File: config.mk
export PLATFORM = sky130hd
export DESIGN_NAME = pwm_frac_gen
export DESIGN_NICKNAME = d
export VERILOG_FILES = /design/src/rtl/pwm_frac_pkg.sv /design/src/rtl/pwm_frac_regs.sv /design/src/rtl/pwm_phase_acc.sv /design/src/rtl/pwm_cmp.sv /design/src/rtl/pwm_frac_gen.sv
export SDC_FILE = /design/constraint.sdc
export NUM_CORES = 1
export LEC_CHECK = 0
export ABC_AREA = 1
export BUFFER_PORTS_ARGS = -buffer_cell sky130_fd_sc_hd__clkbuf_2
export CORE_MARGIN = 8
export CORE_UTILIZATION = 60
export DETAILED_ROUTE_END_ITERATION = 10
export PLACE_DENSITY = 0.84
export SLEW_MARGIN = 20
export SYNTH_ARGS = -nofsm -noshare
export SYNTH_HDL_FRONTEND = slang
export SYNTH_SLANG_ARGS = --single-unit
File: constraint.sdc
create_clock -name clk_i -period 5.2 [get_ports clk_i]
set_clock_uncertainty 0.2 [all_clocks]
set_input_delay 1.04 -clock clk_i [delete_from_list [all_inputs] [get_ports clk_i]]
set_output_delay 1.04 -clock clk_i [all_outputs]
set_load 0.05 [all_outputs]
File: src/rtl/pwm_frac_pkg.sv
package pwm_frac_pkg;
  localparam int unsigned FIELD_W = 8;
  localparam int unsigned DATA_W  = 32;
  localparam int unsigned EN_BIT  = 31;
  localparam int unsigned UPD_BIT = 30;

  // packed order matches control-word bits 23:0
  typedef struct packed {
    logic [FIELD_W-1:0] frac;
    logic [FIELD_W-1:0] whole;
    logic [FIELD_W-1:0] thresh;
  } pwm_cfg_t;

  localparam int unsigned CFG_W = $bits(pwm_cfg_t);
  localparam int unsigned ACC_W = 2 * FIELD_W;
endpackage

File: src/rtl/pwm_frac_regs.sv
module pwm_frac_regs
  import pwm_frac_pkg::*;
#(
  parameter int unsigned       ADDR_W   = 12,
  parameter logic [ADDR_W-1:0] CTRL_OFS = '0,
  parameter logic [ADDR_W-1:0] RST_OFS  = 'h804,
  parameter logic [DATA_W-1:0] RST_KEY  = 'd3
) (
  input  logic              clk_i,
  input  logic              rst_ni,
  input  logic [ADDR_W-1:0] addr_i,
  input  logic              wr_en_i,
  input  logic [DATA_W-1:0] wr_data_i,
  input  logic              commit_i,
  output logic [DATA_W-1:0] rd_data_o,
  output pwm_cfg_t          cfg_o,
  output logic              en_o,
  output logic              upd_o,
  output logic              soft_rst_o
);
  localparam int unsigned PAD_W = DATA_W - CFG_W - 2;

  logic     ctrl_wr;
  pwm_cfg_t cfg_q;
  logic     en_q, upd_q;

  assign ctrl_wr    = wr_en_i && (addr_i == CTRL_OFS);
  assign soft_rst_o = wr_en_i && (addr_i == RST_OFS) && (wr_data_i == RST_KEY);

  always_ff @(posedge clk_i or negedge rst_ni) begin
    if (!rst_ni) begin
      cfg_q <= '0;
      en_q  <= 1'b0;
      upd_q <= 1'b0;
    end else if (soft_rst_o) begin
      cfg_q <= '0;
      en_q  <= 1'b0;
      upd_q <= 1'b0;
    end else if (ctrl_wr) begin
      cfg_q <= pwm_cfg_t'(wr_data_i[CFG_W-1:0]);
      en_q  <= wr_data_i[EN_BIT];
      upd_q <= wr_data_i[UPD_BIT];
    end else if (commit_i) begin
      upd_q <= 1'b0;
    end
  end

  always_comb begin
    rd_data_o = '0;
    if (addr_i == CTRL_OFS) rd_data_o = {en_q, upd_q, {PAD_W{1'b0}}, cfg_q};
  end

  assign cfg_o = cfg_q;
  assign en_o  = en_q;
  assign upd_o = upd_q;

  p_soft_clear_r8: assert property (@(posedge clk_i) disable iff (!rst_ni)
    soft_rst_o |=> (cfg_q == '0) && !en_q && !upd_q)
    else $error("soft reset did not clear control word");

  p_reserved_zero_r2: assert property (@(posedge clk_i) disable iff (!rst_ni)
    rd_data_o[UPD_BIT-1:CFG_W] == '0)
    else $error("reserved read bits nonzero");
endmodule

File: src/rtl/pwm_phase_acc.sv
module pwm_phase_acc #(
  parameter int unsigned ACC_W = 16,
  parameter int unsigned PH_W  = 8
) (
  input  logic             clk_i,
  input  logic             rst_ni,
  input  logic             clr_i,
  input  logic             en_i,
  input  logic [ACC_W-1:0] inc_i,
  output logic [PH_W-1:0]  phase_o,
  output logic             wrap_o
);
  logic [ACC_W-1:0] acc_q;
  logic [ACC_W:0]   sum;

  assign sum     = {1'b0, acc_q} + {1'b0, inc_i};
  assign wrap_o  = en_i && sum[ACC_W];
  assign phase_o = acc_q[ACC_W-1 -: PH_W];

  always_ff @(posedge clk_i or negedge rst_ni) begin
    if (!rst_ni)    acc_q <= '0;
    else if (clr_i) acc_q <= '0;
    else if (en_i)  acc_q <= sum[ACC_W-1:0];
  end

  p_hold_when_off_r5: assert property (@(posedge clk_i) disable iff (!rst_ni)
    (!en_i && !clr_i) |=> $stable(acc_q))
    else $error("accumulator moved while disabled");

  p_clear_acc_r8: assert property (@(posedge clk_i) disable iff (!rst_ni)
    clr_i |=> (acc_q == '0))
    else $error("accumulator not cleared");
endmodule

File: src/rtl/pwm_cmp.sv
module pwm_cmp #(
  parameter int unsigned PH_W = 8
) (
  input  logic            en_i,
  input  logic [PH_W-1:0] phase_i,
  input  logic [PH_W-1:0] thresh_i,
  output logic            pwm_o
);
  assign pwm_o = en_i && (phase_i >= thresh_i);
endmodule

File: src/rtl/pwm_frac_gen.sv
module pwm_frac_gen
  import pwm_frac_pkg::*;
#(
  parameter int unsigned       ADDR_W   = 12,
  parameter logic [ADDR_W-1:0] CTRL_OFS = '0,
  parameter logic [ADDR_W-1:0] RST_OFS  = 'h804,
  parameter logic [DATA_W-1:0] RST_KEY  = 'd3
) (
  input  logic              clk_i,
  input  logic              rst_ni,
  input  logic [ADDR_W-1:0] addr_i,
  input  logic              wr_en_i,
  input  logic [DATA_W-1:0] wr_data_i,
  output logic [DATA_W-1:0] rd_data_o,
  output logic              pwm_o
);
  pwm_cfg_t         stg_cfg, act_q;
  logic             en, upd, soft_rst, wrap, commit;
  logic [FIELD_W-1:0] phase;

  assign commit = upd && (!en || wrap);

  pwm_frac_regs #(
    .ADDR_W(ADDR_W), .CTRL_OFS(CTRL_OFS), .RST_OFS(RST_OFS), .RST_KEY(RST_KEY)
  ) i_regs (
    .clk_i, .rst_ni, .addr_i, .wr_en_i, .wr_data_i,
    .commit_i(commit), .rd_data_o, .cfg_o(stg_cfg),
    .en_o(en), .upd_o(upd), .soft_rst_o(soft_rst)
  );

  always_ff @(posedge clk_i or negedge rst_ni) begin
    if (!rst_ni)       act_q <= '0;
    else if (soft_rst) act_q <= '0;
    else if (commit)   act_q <= stg_cfg;
  end

  pwm_phase_acc #(.ACC_W(ACC_W), .PH_W(FIELD_W)) i_acc (
    .clk_i, .rst_ni, .clr_i(soft_rst), .en_i(en),
    .inc_i({act_q.whole, act_q.frac}), .phase_o(phase), .wrap_o(wrap)
  );

  pwm_cmp #(.PH_W(FIELD_W)) i_cmp (
    .en_i(en), .phase_i(phase), .thresh_i(act_q.thresh), .pwm_o
  );

  p_active_gated_r6: assert property (@(posedge clk_i) disable iff (!rst_ni)
    !$stable(act_q) |-> ($past(upd) || $past(soft_rst)))
    else $error("active settings changed without update");

  p_pending_until_wrap_r6: assert property (@(posedge clk_i) disable iff (!rst_ni)
    (upd && en && !wrap && !wr_en_i) |=> upd)
    else $error("update cleared before period boundary");

  p_idle_clear_r7: assert property (@(posedge clk_i) disable iff (!rst_ni)
    (upd && !en && !wr_en_i) |=> !upd)
    else $error("update stalled while disabled");

  p_idle_low_r5: assert property (@(posedge clk_i) disable iff (!rst_ni)
    !en |-> !pwm_o)
    else $error("output active while disabled");
endmodule

After elaboration in Yosys (flattened, before gate mapping)
Index checks and enable logic that the tools add are counted.
{"block": "word_totals", "ff_bits": 66, "in_bits": 47, "output_inout_bits": 33, "wordCells": 38}
{"block": "op_classes", "n_addsub": 1, "order_cmp": 1, "eq_ne": 2, "muxes": 12, "reduce_logical": 13}
{"operator": "two-way mux 24 bit", "count": 4}
{"operator": "== test 32 x 2 -> 1 bit (second input constant)", "count": 1}
{"operator": "two-way mux 16 bit", "count": 2}
{"operator": "two-way mux 32 bit", "count": 1}
{"operator": "adder 16 x 16 -> 17 bit", "count": 1}
{"operator": "== test 12 bit (second input constant)", "count": 1}
{"operator": "logical NOT 12 bit", "count": 1}
{"operator": "greater-or-equal comparator 8 bit", "count": 1}
{"operator": "logical AND 1 bit", "count": 6}
{"operator": "nonzero test 2 bit", "count": 3}
{"operator": "two-way mux 1 bit", "count": 5}
{"operator": "nonzero test 3 bit", "count": 1}
{"operator": "logical NOT 1 bit", "count": 1}
{"operator": "logical OR 1 bit", "count": 1}

Depth between registers and ports, before layout
Gate-level depths: netlist of run 1.
{"block": "depth", "depth_word": 7, "ltp_mapped": 12, "mapped_depth_nobuf": 12}

By module
From an unflattened synthesis of run 1, not the netlist that was laid out.
{"block": "hier_totals", "hier_cells": 707, "hier_area_um2": 5049.8}
{"mod": "pwm_frac_regs", "instances": 1, "cells_per_inst": 298, "area_each_um2": 1933.1, "seq_area_each_um2": 650.6}
{"mod": "pwm_phase_acc", "instances": 1, "cells_per_inst": 259, "area_each_um2": 1670.4, "seq_area_each_um2": 400.4}
{"mod": "pwm_frac_gen", "instances": 1, "cells_per_inst": 113, "area_each_um2": 1223.7, "seq_area_each_um2": 600.6}
{"mod": "pwm_cmp", "instances": 1, "cells_per_inst": 37, "area_each_um2": 222.7, "seq_area_each_um2": 0.0}

Least setup slack after synthesis of run 1
OpenSTA, ideal clock, no wires.
{"block": "synth_timing", "kind": "input to output", "from": "in addr_i[7]", "to": "out rd_data_o[10]", "t_arrival_ns": 2.402, "required_ns": 3.960, "setup_slack_ns": 1.558, "cell_stages": 7, "path_buffers": 1, "cell_sequence": "nor2_1 -> nand2_1 -> nor2_1 -> and2_1 -> inv_2 -> clkbuf_1 -> nor2_1"}
{"block": "synth_between", "elab_chain_cells": 2}
{"item": "start, declared", "line_no": "pwm_frac_gen.sv:11", "text": "input logic [ADDR_W-1:0] addr_i,"}
{"item": "logical NOT 12 bit", "line_no": "pwm_frac_regs.sv:50", "text": "if (addr_i == CTRL_OFS) rd_data_o = {en_q, upd_q, {PAD_W{1'b0}}, cfg_q};"}
{"item": "two-way mux 32 bit", "line_no": "pwm_frac_regs.sv:50"}
{"item": "end, declared", "line_no": "pwm_frac_gen.sv:14", "text": "output logic [DATA_W-1:0] rd_data_o,"}
No other way between the ends.

Final worst setup path of run 1
{"block": "layout_timing", "from": "in addr_i[9]", "to": "out rd_data_o[31]"}
The elaborated chain is that of the path after synthesis.

==> results.toml, run 1 <==
[placement]
dpl-instance-area_sq_um = 5040
dp_hpwl_microns = 8870
io_buffers = 73
routabilityCongestion = 0.889
dp.cells = 789
place_ws_ns = 1.66

[finish]
area.growth.synth_to_final_pct = 12.6
fin_util_pct = 69.2
fin_nets = 770
drive_gt1_share_pct = 22.9
fin_cells = 805
finalInstanceArea_sq_um = 5290
antenna_cells = 0

[routing]
firstDrtPassIters = 4
wl_met1_microns = 5260
wl_microns = 11900
vias_per_cell = 5.51
top_layer = "met4"
dr_wl_met3_microns = 663
drt_iter0_drc = 223
drc = 0
post_drt_wl_per_cell_microns = 14.8
antenna_left = 0
wl_met2_microns = 5650
vias = 4434

[setup_path]
worstSetupPathType = "primary input to output port"
critPathTopFamily = "simple AND/OR/NAND/NOR gates"
cp.depth = 8
cp_data_required_time_ns = 3.96
r2r_slack_ns = 2.38
crit_path_cell_trace = "clkbuf_2 > nor2_1 > nand2_1 > nor2_1 > and2_1 > inv_2 > nor2_1 > clkbuf_2"
cp_slowest_stage_delay_ns = 0.31
cp_slowest_cell = "clkbuf_2"
startpoint_type = "primary input"
worst-r2r-cell-count = 11
crit_buf_inv = 3
worstPathArrival_ns = 2.31
crit_path_max_fanout = 26
cp-end-kind = "output port"
cp_common_cell = "nor2_1"

[synthesis]
async_flop_share_pct = 100
netlist_area_sq_um = 4700
yosysUniqueCellTypes = 30
ys.flop_type = "dfrtp_1"
yosysSeqAreaShare_pct = 35.1
yosys.area.top_type_share_pct = 35.1
yosys_warnings = 0
synth_cells = 637
synth_area_leaders = "dfrtp_1 (35%), nand2_1 (13%), inv_1 (7.6%), ha_1 (6.4%), o211ai_2 (5.9%)"
syn_avg_cell_area_sq_um = 7.38
synth_seq_cells = 66
yosysTopAreaCell = "dfrtp_1"
synth_enable_flop_cells = 0

[clock_network]
cts_resized = 0
cts_tree = "yes"
clkLatencyLatePin_ns = 0.35
clk_pin_slew_worst_paths_ns = 0.07
cts_setup_buffers = 0
cts_buffers = 9
cts_htree_levels = 3
clock_path_buffers = 2
cts_root_buf = "clkbuf_8"
cts_hold_buffers = 0
cts_sinks = 66

[power_and_ir_drop]
finalPower_mw = 3.09
switching_power_mw = 1.43
p_leak_nw = 3.03
ir_drop_mv = 0.258
comb_power_share_pct = 55.2
p_per_area_nw_per_um2 = 583
internal_power_mw = 1.66
pwr-share-clk_pct = 17.6
pwr-share-seq_pct = 27.1
netSwitchingFraction_pct = 46.2

[floorplan]
io_pins = 80
core_sq_um = 7650
start_util_pct = 61.5
dieArea_sq_um = 10900
die_h_microns = 105
fp.dieW_microns = 105
rows = 32

[worst_hold_path]
hold_class = "flop to flop"
worstHoldPathCells = 2

[sta]
maxSlewHeadroom_pct = 26.4
slew_viol_final = 0
worst_hold_slack_ns = 0.324
setup_viol = 0
min_period_ns = 3.55
tightest_slew_ns = 1.10
fin_crit_sh_pct = 68.2
rsz0062_at_grt = "false"
finalSetupTns_ns = 0
fmax_mhz = 282
report.final.hold_viol_count = 0
fin_ws_ns = 1.65

[global_route]
grt_max_degree = 53
grt_pass1_wl_microns = 20500
grt_overflow = 0
grt_pass1_vias = 4618
antenna_found_initial = 0
track_usage_pct = 22.2

[job]
cap_viol_max_count = 0

[status]
outcome = "finished clean"
cell usage in the layout, fill, tap and decap left out, types with 3 or more instances in the layout:
master     instances
inv_2             18
nand3_1           40
a21oi_1           12
nand2_2            5
clkbuf_8          10
and2_1             7
nand3b_1           3
dfrtp_1           66
nor2_1            67
nand2_1          162
nand4_1           33
o211ai_2          22
clkbuf_2          73
o211ai_1           3
ha_1              24
conb_1             6
o21ai_0           12
inv_1             95
xnor2_1            7
nand3_2           20
bufinv_16          3
power by group through the flow:
stage                     sequential [mW]  clock [mW]  combinational (mW)
after floorplan                     0.794           0                1.35
after global placement              0.830           0                1.60
after detailed placement            0.843           0                1.67
after CTS                           0.834       0.547                1.69
after global routing                0.852       0.564                1.94
final                               0.837       0.544                1.70
sequential cells by signal (all words and copies together) (netlist names):
register / cells
i_regs.en_o: 1
act_q: 24
i_regs.upd_o: 1
i_regs.cfg_o: 24
i_acc.acc_q: 16
worst paths after layout:
check                               start         endpoint
max in group asynchronous          rst_ni   i_acc.acc_q[2]
worst min-delay path             act_q[4]         act_q[4]
worst max-delay path            addr_i[9]    rd_data_o[31]
worst max register to register  act_q[16]        act_q[22]
min in group asynchronous          rst_ni  i_regs.cfg_o[3]
worst min register to register   act_q[4]         act_q[4]
worst register-to-register path, stage by stage, from the launching register on:
cell     delay [ns]
dfrtp_1        0.41
ha_1           0.28
fa_1           0.46
nand3_1        0.10
nand3_1        0.14
nand2_1        0.09
nand2_1        0.14
nand2_2        0.14
nand2_4        0.19
nand2_4        0.37
nand3_1        0.15
nand2_1        0.11
synth_stat cells, types with 8 or more instances:
cell type    n
nand3_1     40
buf_2        8
nor2_1      67
o211ai_2    22
ha_1        24
a21oi_1     12
inv_1       95
buf_4        9
inv_2       18
clkbuf_1     8
dfrtp_1     66
nand2_1    165
o21ai_0     12
nand4_1     33
nand3_2     20
final cells by class:
type	instances	area, sq um
timing repair buffer	75	380
sequential	66	1650
tap	102	128
multi-input combinational	432	2450
fill	600	2360
clock inverter	6	114
inverter	114	428
clock buffer	10	138
logic make-up (layout without fill, tap and decap cells):
logic type	Yosys count	after routing	synth area share (%)
flip-flops	66	66	35.1
AND/OR/NAND/NOR	343	343	34.2
AO/OA/AOI/OAI	51	51	9.27
XOR/XNOR	7	7	1.30
adder cells (fa/ha/maj)	25	25	6.82
other	1	6	0.0798
buffers and inverters	144	205	13.2
per-layer routing:
layer	global-route usage (%)	vias to the layer above
met5	0	-
met4	9.93	0
met3	3.84	35
met2	36.9	179
met1	27.5	2079
li1	-	2141
(Power assumes the default switching activity.)
==> run 2: changes to the inputs <==
--- a/config.mk
+++ b/config.mk
@@ -8,9 +8,9 @@
 export ABC_AREA = 1
 export BUFFER_PORTS_ARGS = -buffer_cell sky130_fd_sc_hd__clkbuf_2
 export CORE_MARGIN = 8
-export CORE_UTILIZATION = 60
+export CORE_UTILIZATION = 52
 export DETAILED_ROUTE_END_ITERATION = 10
-export PLACE_DENSITY = 0.84
+export PLACE_DENSITY = 0.78
 export SLEW_MARGIN = 20
 export SYNTH_ARGS = -nofsm -noshare
 export SYNTH_HDL_FRONTEND = slang
==> constraint.sdc (replaced) <==
create_clock -name clk_i -period 3.1 [get_ports clk_i]
set_clock_uncertainty 0.2 [all_clocks]
set_input_delay 0.62 -clock clk_i [delete_from_list [all_inputs] [get_ports clk_i]]
set_output_delay 0.62 -clock clk_i [all_outputs]
set_load 0.05 [all_outputs]
==> results.toml, run 2 (synthesized netlist as in run 1, its figures left out) <==
[clock_network]
cts_htree_levels = 3
cts_root_buf = "clkbuf_8"
cts_tree = "yes"
clock_path_buffers = 2
cts_hold_buffers = 0
cts_resized = 0
cts_setup_buffers = 0
clkLatencyLatePin_ns = 0.34
cts_buffers = 9
clk_pin_slew_worst_paths_ns = 0.08
cts_sinks = 66

[floorplan]
rows = 34
start_util_pct = 53.6
fp.dieW_microns = 111
dieArea_sq_um = 12300
core_sq_um = 8760
io_pins = 80
die_h_microns = 111

[routing]
dr_wl_met3_microns = 644
antenna_left = 0
wl_met1_microns = 5370
wl_microns = 11700
firstDrtPassIters = 5
top_layer = "met4"
wl_met2_microns = 5480
vias_per_cell = 5.37
drt_iter0_drc = 336
drc = 0
post_drt_wl_per_cell_microns = 14.4
vias = 4383

[sta]
fin_ws_ns = 0.291
min_period_ns = 2.81
slew_viol_final = 0
report.final.hold_viol_count = 0
finalSetupTns_ns = 0
maxSlewHeadroom_pct = 45.1
fin_crit_sh_pct = 90.6
tightest_slew_ns = 0.823
worst_hold_slack_ns = 0.248
fmax_mhz = 356
setup_viol = 0
rsz0062_at_grt = "false"

[global_route]
grt_pass1_wl_microns = 20200
grt_pass1_vias = 4405
grt_overflow = 0
track_usage_pct = 19.1
antenna_found_initial = 0
grt_max_degree = 67

[power_and_ir_drop]
comb_power_share_pct = 56.7
internal_power_mw = 2.62
p_leak_nw = 3.05
ir_drop_mv = 0.397
finalPower_mw = 4.98
pwr-share-seq_pct = 28.4
p_per_area_nw_per_um2 = 937
pwr-share-clk_pct = 14.9
netSwitchingFraction_pct = 47.3
switching_power_mw = 2.35

[finish]
nFillCells = 776
finalInstanceArea_sq_um = 5310
antenna_cells = 0
final_common_cell = "nand2_1"
fin_cells = 816
drive_gt1_share_pct = 23.3
area.growth.synth_to_final_pct = 13.0
fin_nets = 775
fin_util_pct = 60.6
final_cell_mix = "nand2_1 (163), inv_1 (95), clkbuf_2 (73)"

[setup_path]
worst-r2r-cell-count = 11
crit_path_max_fanout = 26
r2r-end = "act_q[23]"
worstPathArrival_ns = 1.99
startpoint_type = "primary input"
timing.rr.start = "act_q[16]"
r2r_slack_ns = 0.45
cp_data_required_time_ns = 2.28
cp-end-kind = "output port"
worstSetupPathType = "primary input to output port"

[placement]
place_ws_ns = 0.323
dp.cells = 800
dp_hpwl_microns = 9090
routabilityCongestion = 0.886
io_buffers = 73
dpl-instance-area_sq_um = 5110

[status]
outcome = "finished clean"

[worst_hold_path]
hold_class = "primary input to asynchronous set/reset pin"

[job]
cap_viol_max_count = 0
==> run 2: changes by cell type in the layout (fill, tap and decap cells not counted) <==
cell        before  now
buf_12           0    2
nand2_1        162  163
clkinvlp_4       2    1
buf_4            2    5
inv_6            0    1
bufinv_16        3    1
clkinv_2         0    2
nand2_2          5    4
==> run 2: layout make-up <==
type	instances	area, sq um	share of cell area (%)
clock inverters	6	65.1	1.23
inverters	114	428	8.06
clock buffers	10	138	2.59
flip-flops and latches	66	1650	31.1
multi-input cells	432	2450	46.1
repair buffers	80	443	8.34
well taps	108	135	2.54
==> run 2: worst max-delay path, cell delays in order <==
cell	delay, ns
clkbuf_2	0.08
nor2_1	0.18
nand2_1	0.07
nor2_1	0.13
and2_1	0.18
inv_2	0.19
nor2_1	0.19
clkbuf_2	0.33
==> run 2: power by group through the flow <==
stage                     Combinational (mW)  Sequential [mW]  Clock, mW
after floorplan                         2.27             1.33          0
after global placement                  2.69             1.41          0
after detailed placement                2.79             1.42          0
after CTS                               2.81             1.41      0.754
after global routing                    3.20             1.44      0.800
final                                   2.82             1.41      0.744
==> run 2: worst max-delay path by stage <==
stage | slack (ns) | cells after the start | end | from
2_1_floorplan | 0.30 | 7 | rd_data_o[10] | addr_i[7]
3_3_place_gp | 0.36 | 8 | rd_data_o[8] | addr_i[9]
3_5_place_dp | 0.32 | 8 | rd_data_o[4] | addr_i[9]
4_1_cts | 0.28 | 8 | rd_data_o[5] | addr_i[9]
5_1_grt | 0.15 | 8 | rd_data_o[5] | addr_i[9]
6_report | 0.29 | 8 | rd_data_o[5] | addr_i[9]
==> run 2: per-layer routing <==
layer / global-route usage, % / vias to the layer above
li1: - / 2153
met1: 24.6 / 2031
met2: 30.6 / 177
met3: 4.33 / 22
met4: 6.93 / 0
met5: 0 / -
==> run 3: changes to the inputs <==
--- a/config.mk
+++ b/config.mk
@@ -9,9 +9,11 @@
 export BUFFER_PORTS_ARGS = -buffer_cell sky130_fd_sc_hd__clkbuf_2
 export CORE_MARGIN = 8
 export CORE_UTILIZATION = 52
+export CTS_CLUSTER_DIAMETER = 80
 export DETAILED_ROUTE_END_ITERATION = 10
 export PLACE_DENSITY = 0.78
 export SLEW_MARGIN = 20
 export SYNTH_ARGS = -nofsm -noshare
 export SYNTH_HDL_FRONTEND = slang
 export SYNTH_SLANG_ARGS = --single-unit
+export TNS_END_PERCENT = 10
==> constraint.sdc (replaced) <==
create_clock -name clk_i -period 3.1 [get_ports clk_i]
set_clock_uncertainty 0.2 [all_clocks]
set_input_delay 0.465 -clock clk_i [delete_from_list [all_inputs] [get_ports clk_i]]
set_output_delay 0.465 -clock clk_i [all_outputs]
set_load 0.05 [all_outputs]
==> results.toml, run 3 (synthesized netlist as in run 1, its figures left out) <==
[routing]
firstDrtPassIters = 4
top_layer = "met4"
vias = 4300
wl_met2_microns = 5440
vias_per_cell = 5.25
drt_iter0_drc = 244
wl_microns = 11600
post_drt_wl_per_cell_microns = 14.2
dr_wl_met3_microns = 577
wl_met1_microns = 5430
drc = 0
antenna_left = 0

[setup_path]
cp_slowest_cell = "fa_1"
worst-r2r-cell-count = 11
crit_path_cell_trace = "ha_1 > fa_1 > nand3_1 > nand3_1 > nand2_1 > nand2_1 > nand2_2 > nand2_4 > nand2_4 > nand3_1 > nand2_1"
cp_data_required_time_ns = 3.17
cp_slowest_stage_delay_ns = 0.44
startpoint_type = "flop"
critPathTopFamily = "simple AND/OR/NAND/NOR gates"
worstSetupPathType = "flop to flop"
cp-end-kind = "flop"
worstPathArrival_ns = 2.75
r2r-end = "act_q[15]"
r2r_slack_ns = 0.42
timing.rr.start = "act_q[16]"
crit_buf_inv = 0
crit_path_max_fanout = 25

[sta]
slew_viol_final = 0
finalSetupTns_ns = 0
fin_crit_sh_pct = 86.4
fmax_mhz = 373
min_period_ns = 2.68
report.final.hold_viol_count = 0
setup_viol = 0
tightest_slew_ns = 0.848
maxSlewHeadroom_pct = 43.5
rsz0062_at_grt = "false"

[floorplan]
fp.dieW_microns = 111
dieArea_sq_um = 12300
die_h_microns = 111
start_util_pct = 53.6
io_pins = 80
rows = 34
core_sq_um = 8760

[global_route]
grt_pass1_vias = 4395
grt_overflow = 0
grt_max_degree = 67
track_usage_pct = 18.9
grt_pass1_wl_microns = 19900
antenna_found_initial = 0

[clock_network]
clock_path_buffers = 2
cts_htree_levels = 3
cts_tree = "yes"
clk_pin_slew_worst_paths_ns = 0.08
cts_buffers = 9
clkLatencyLatePin_ns = 0.34
cts_sinks = 66
cts_resized = 0
cts_root_buf = "clkbuf_8"

[status]
outcome = "finished clean"

[placement]
io_buffers = 73
dp_hpwl_microns = 9070
routabilityCongestion = 0.876
dp.cells = 802

[worst_hold_path]
hold_end = "i_regs.cfg_o[5]"
hold_class = "primary input to flop"
worstHoldPathCells = 3
hp-start = "wr_data_i[5]"

[power_and_ir_drop]
p_leak_nw = 3.07
p_per_area_nw_per_um2 = 956
ir_drop_mv = 0.376

[finish]
final_common_cell = "nand2_1"
area.growth.synth_to_final_pct = 14.3
final_cell_mix = "nand2_1 (163), inv_1 (95), clkbuf_2 (73)"
antenna_cells = 0
drive_gt1_share_pct = 23.5
fin_nets = 778
fin_cells = 819

[job]
cap_viol_max_count = 0
-- run 3: changes by cell type in the layout (fill, tap and decap cells not counted), sizes merged --
| cell | before | now |
|---|---|---|
| dlygate4sd3 | 0 | 1 |
| inv | 114 | 113 |
| buf | 7 | 9 |
| bufinv | 1 | 3 |
| clkinv | 4 | 2 |
| clkinvlp | 1 | 2 |
-- run 3: metrics by stage --
step	hold WS [ns]	total power [mW]	util [%]	instance area [sq um]	setup slack [ns]
6_report	0.186	5.13	61.3	5370	0.421
3_3_place_gp	0.298	4.10	58.3	5110	0.605
2_1_floorplan	-0.0306	3.60	-	4720	0.608
5_1_grt	0.183	5.63	61.3	5370	0.257
4_1_cts	0.169	5.14	61.3	5370	0.441
3_5_place_dp	0.303	4.23	58.3	5110	0.445
-- run 3: worst max path at each step --
stage	start	end	cells after the start
6_report	act_q[16]	act_q[15]	11
3_5_place_dp	act_q[16]	act_q[7]	11
4_1_cts	act_q[16]	act_q[15]	11
2_1_floorplan	addr_i[7]	rd_data_o[10]	7
5_1_grt	act_q[16]	act_q[15]	11
3_3_place_gp	act_q[16]	act_q[23]	11
-- run 3: worst register-to-register path: stages, from the launching register on --
cell     delay [ns]
dfrtp_1        0.39
ha_1           0.25
fa_1           0.44
nand3_1        0.12
nand3_1        0.15
nand2_1        0.09
nand2_1        0.11
nand2_2        0.12
nand2_4        0.18
nand2_4        0.35
nand3_1        0.14
nand2_1        0.09
-- run 3: timing repair --
item,4_1_cts,5_1_grt
hold endpoints to repair,66,0
hold buffers,1,0
setup buffers,0,0
-- run 3: layout make-up --
| type | count | area [sq um] |
|---|---|---|
| clock buffer | 10 | 138 |
| tap | 108 | 135 |
| fill | 780 | 3390 |
| sequential | 66 | 1650 |
| timing repair buffer | 83 | 455 |
| multi-input combinational | 432 | 2450 |
| clock inverter | 6 | 114 |
| inverter | 114 | 428 |
-- run 3: routing by layer --
metal | up-vias | GRT usage, %
met2 | 124 | 30.7
met3 | 14 | 3.35
li1 | 2163 | -
met5 | - | 0
met4 | 0 | 6.49
met1 | 1999 | 24.6
-- run 3: report_power, final --
part / switching (mW) / leakage, nW / total (mW) / internal, mW
Combinational: 1.75 / 2.25 / 2.82 / 1.07
Clock: 0.343 / 0.119 / 0.900 / 0.558
Sequential: 0.254 / 0.702 / 1.42 / 1.16
Total: 2.35 / 3.07 / 5.13 / 2.79
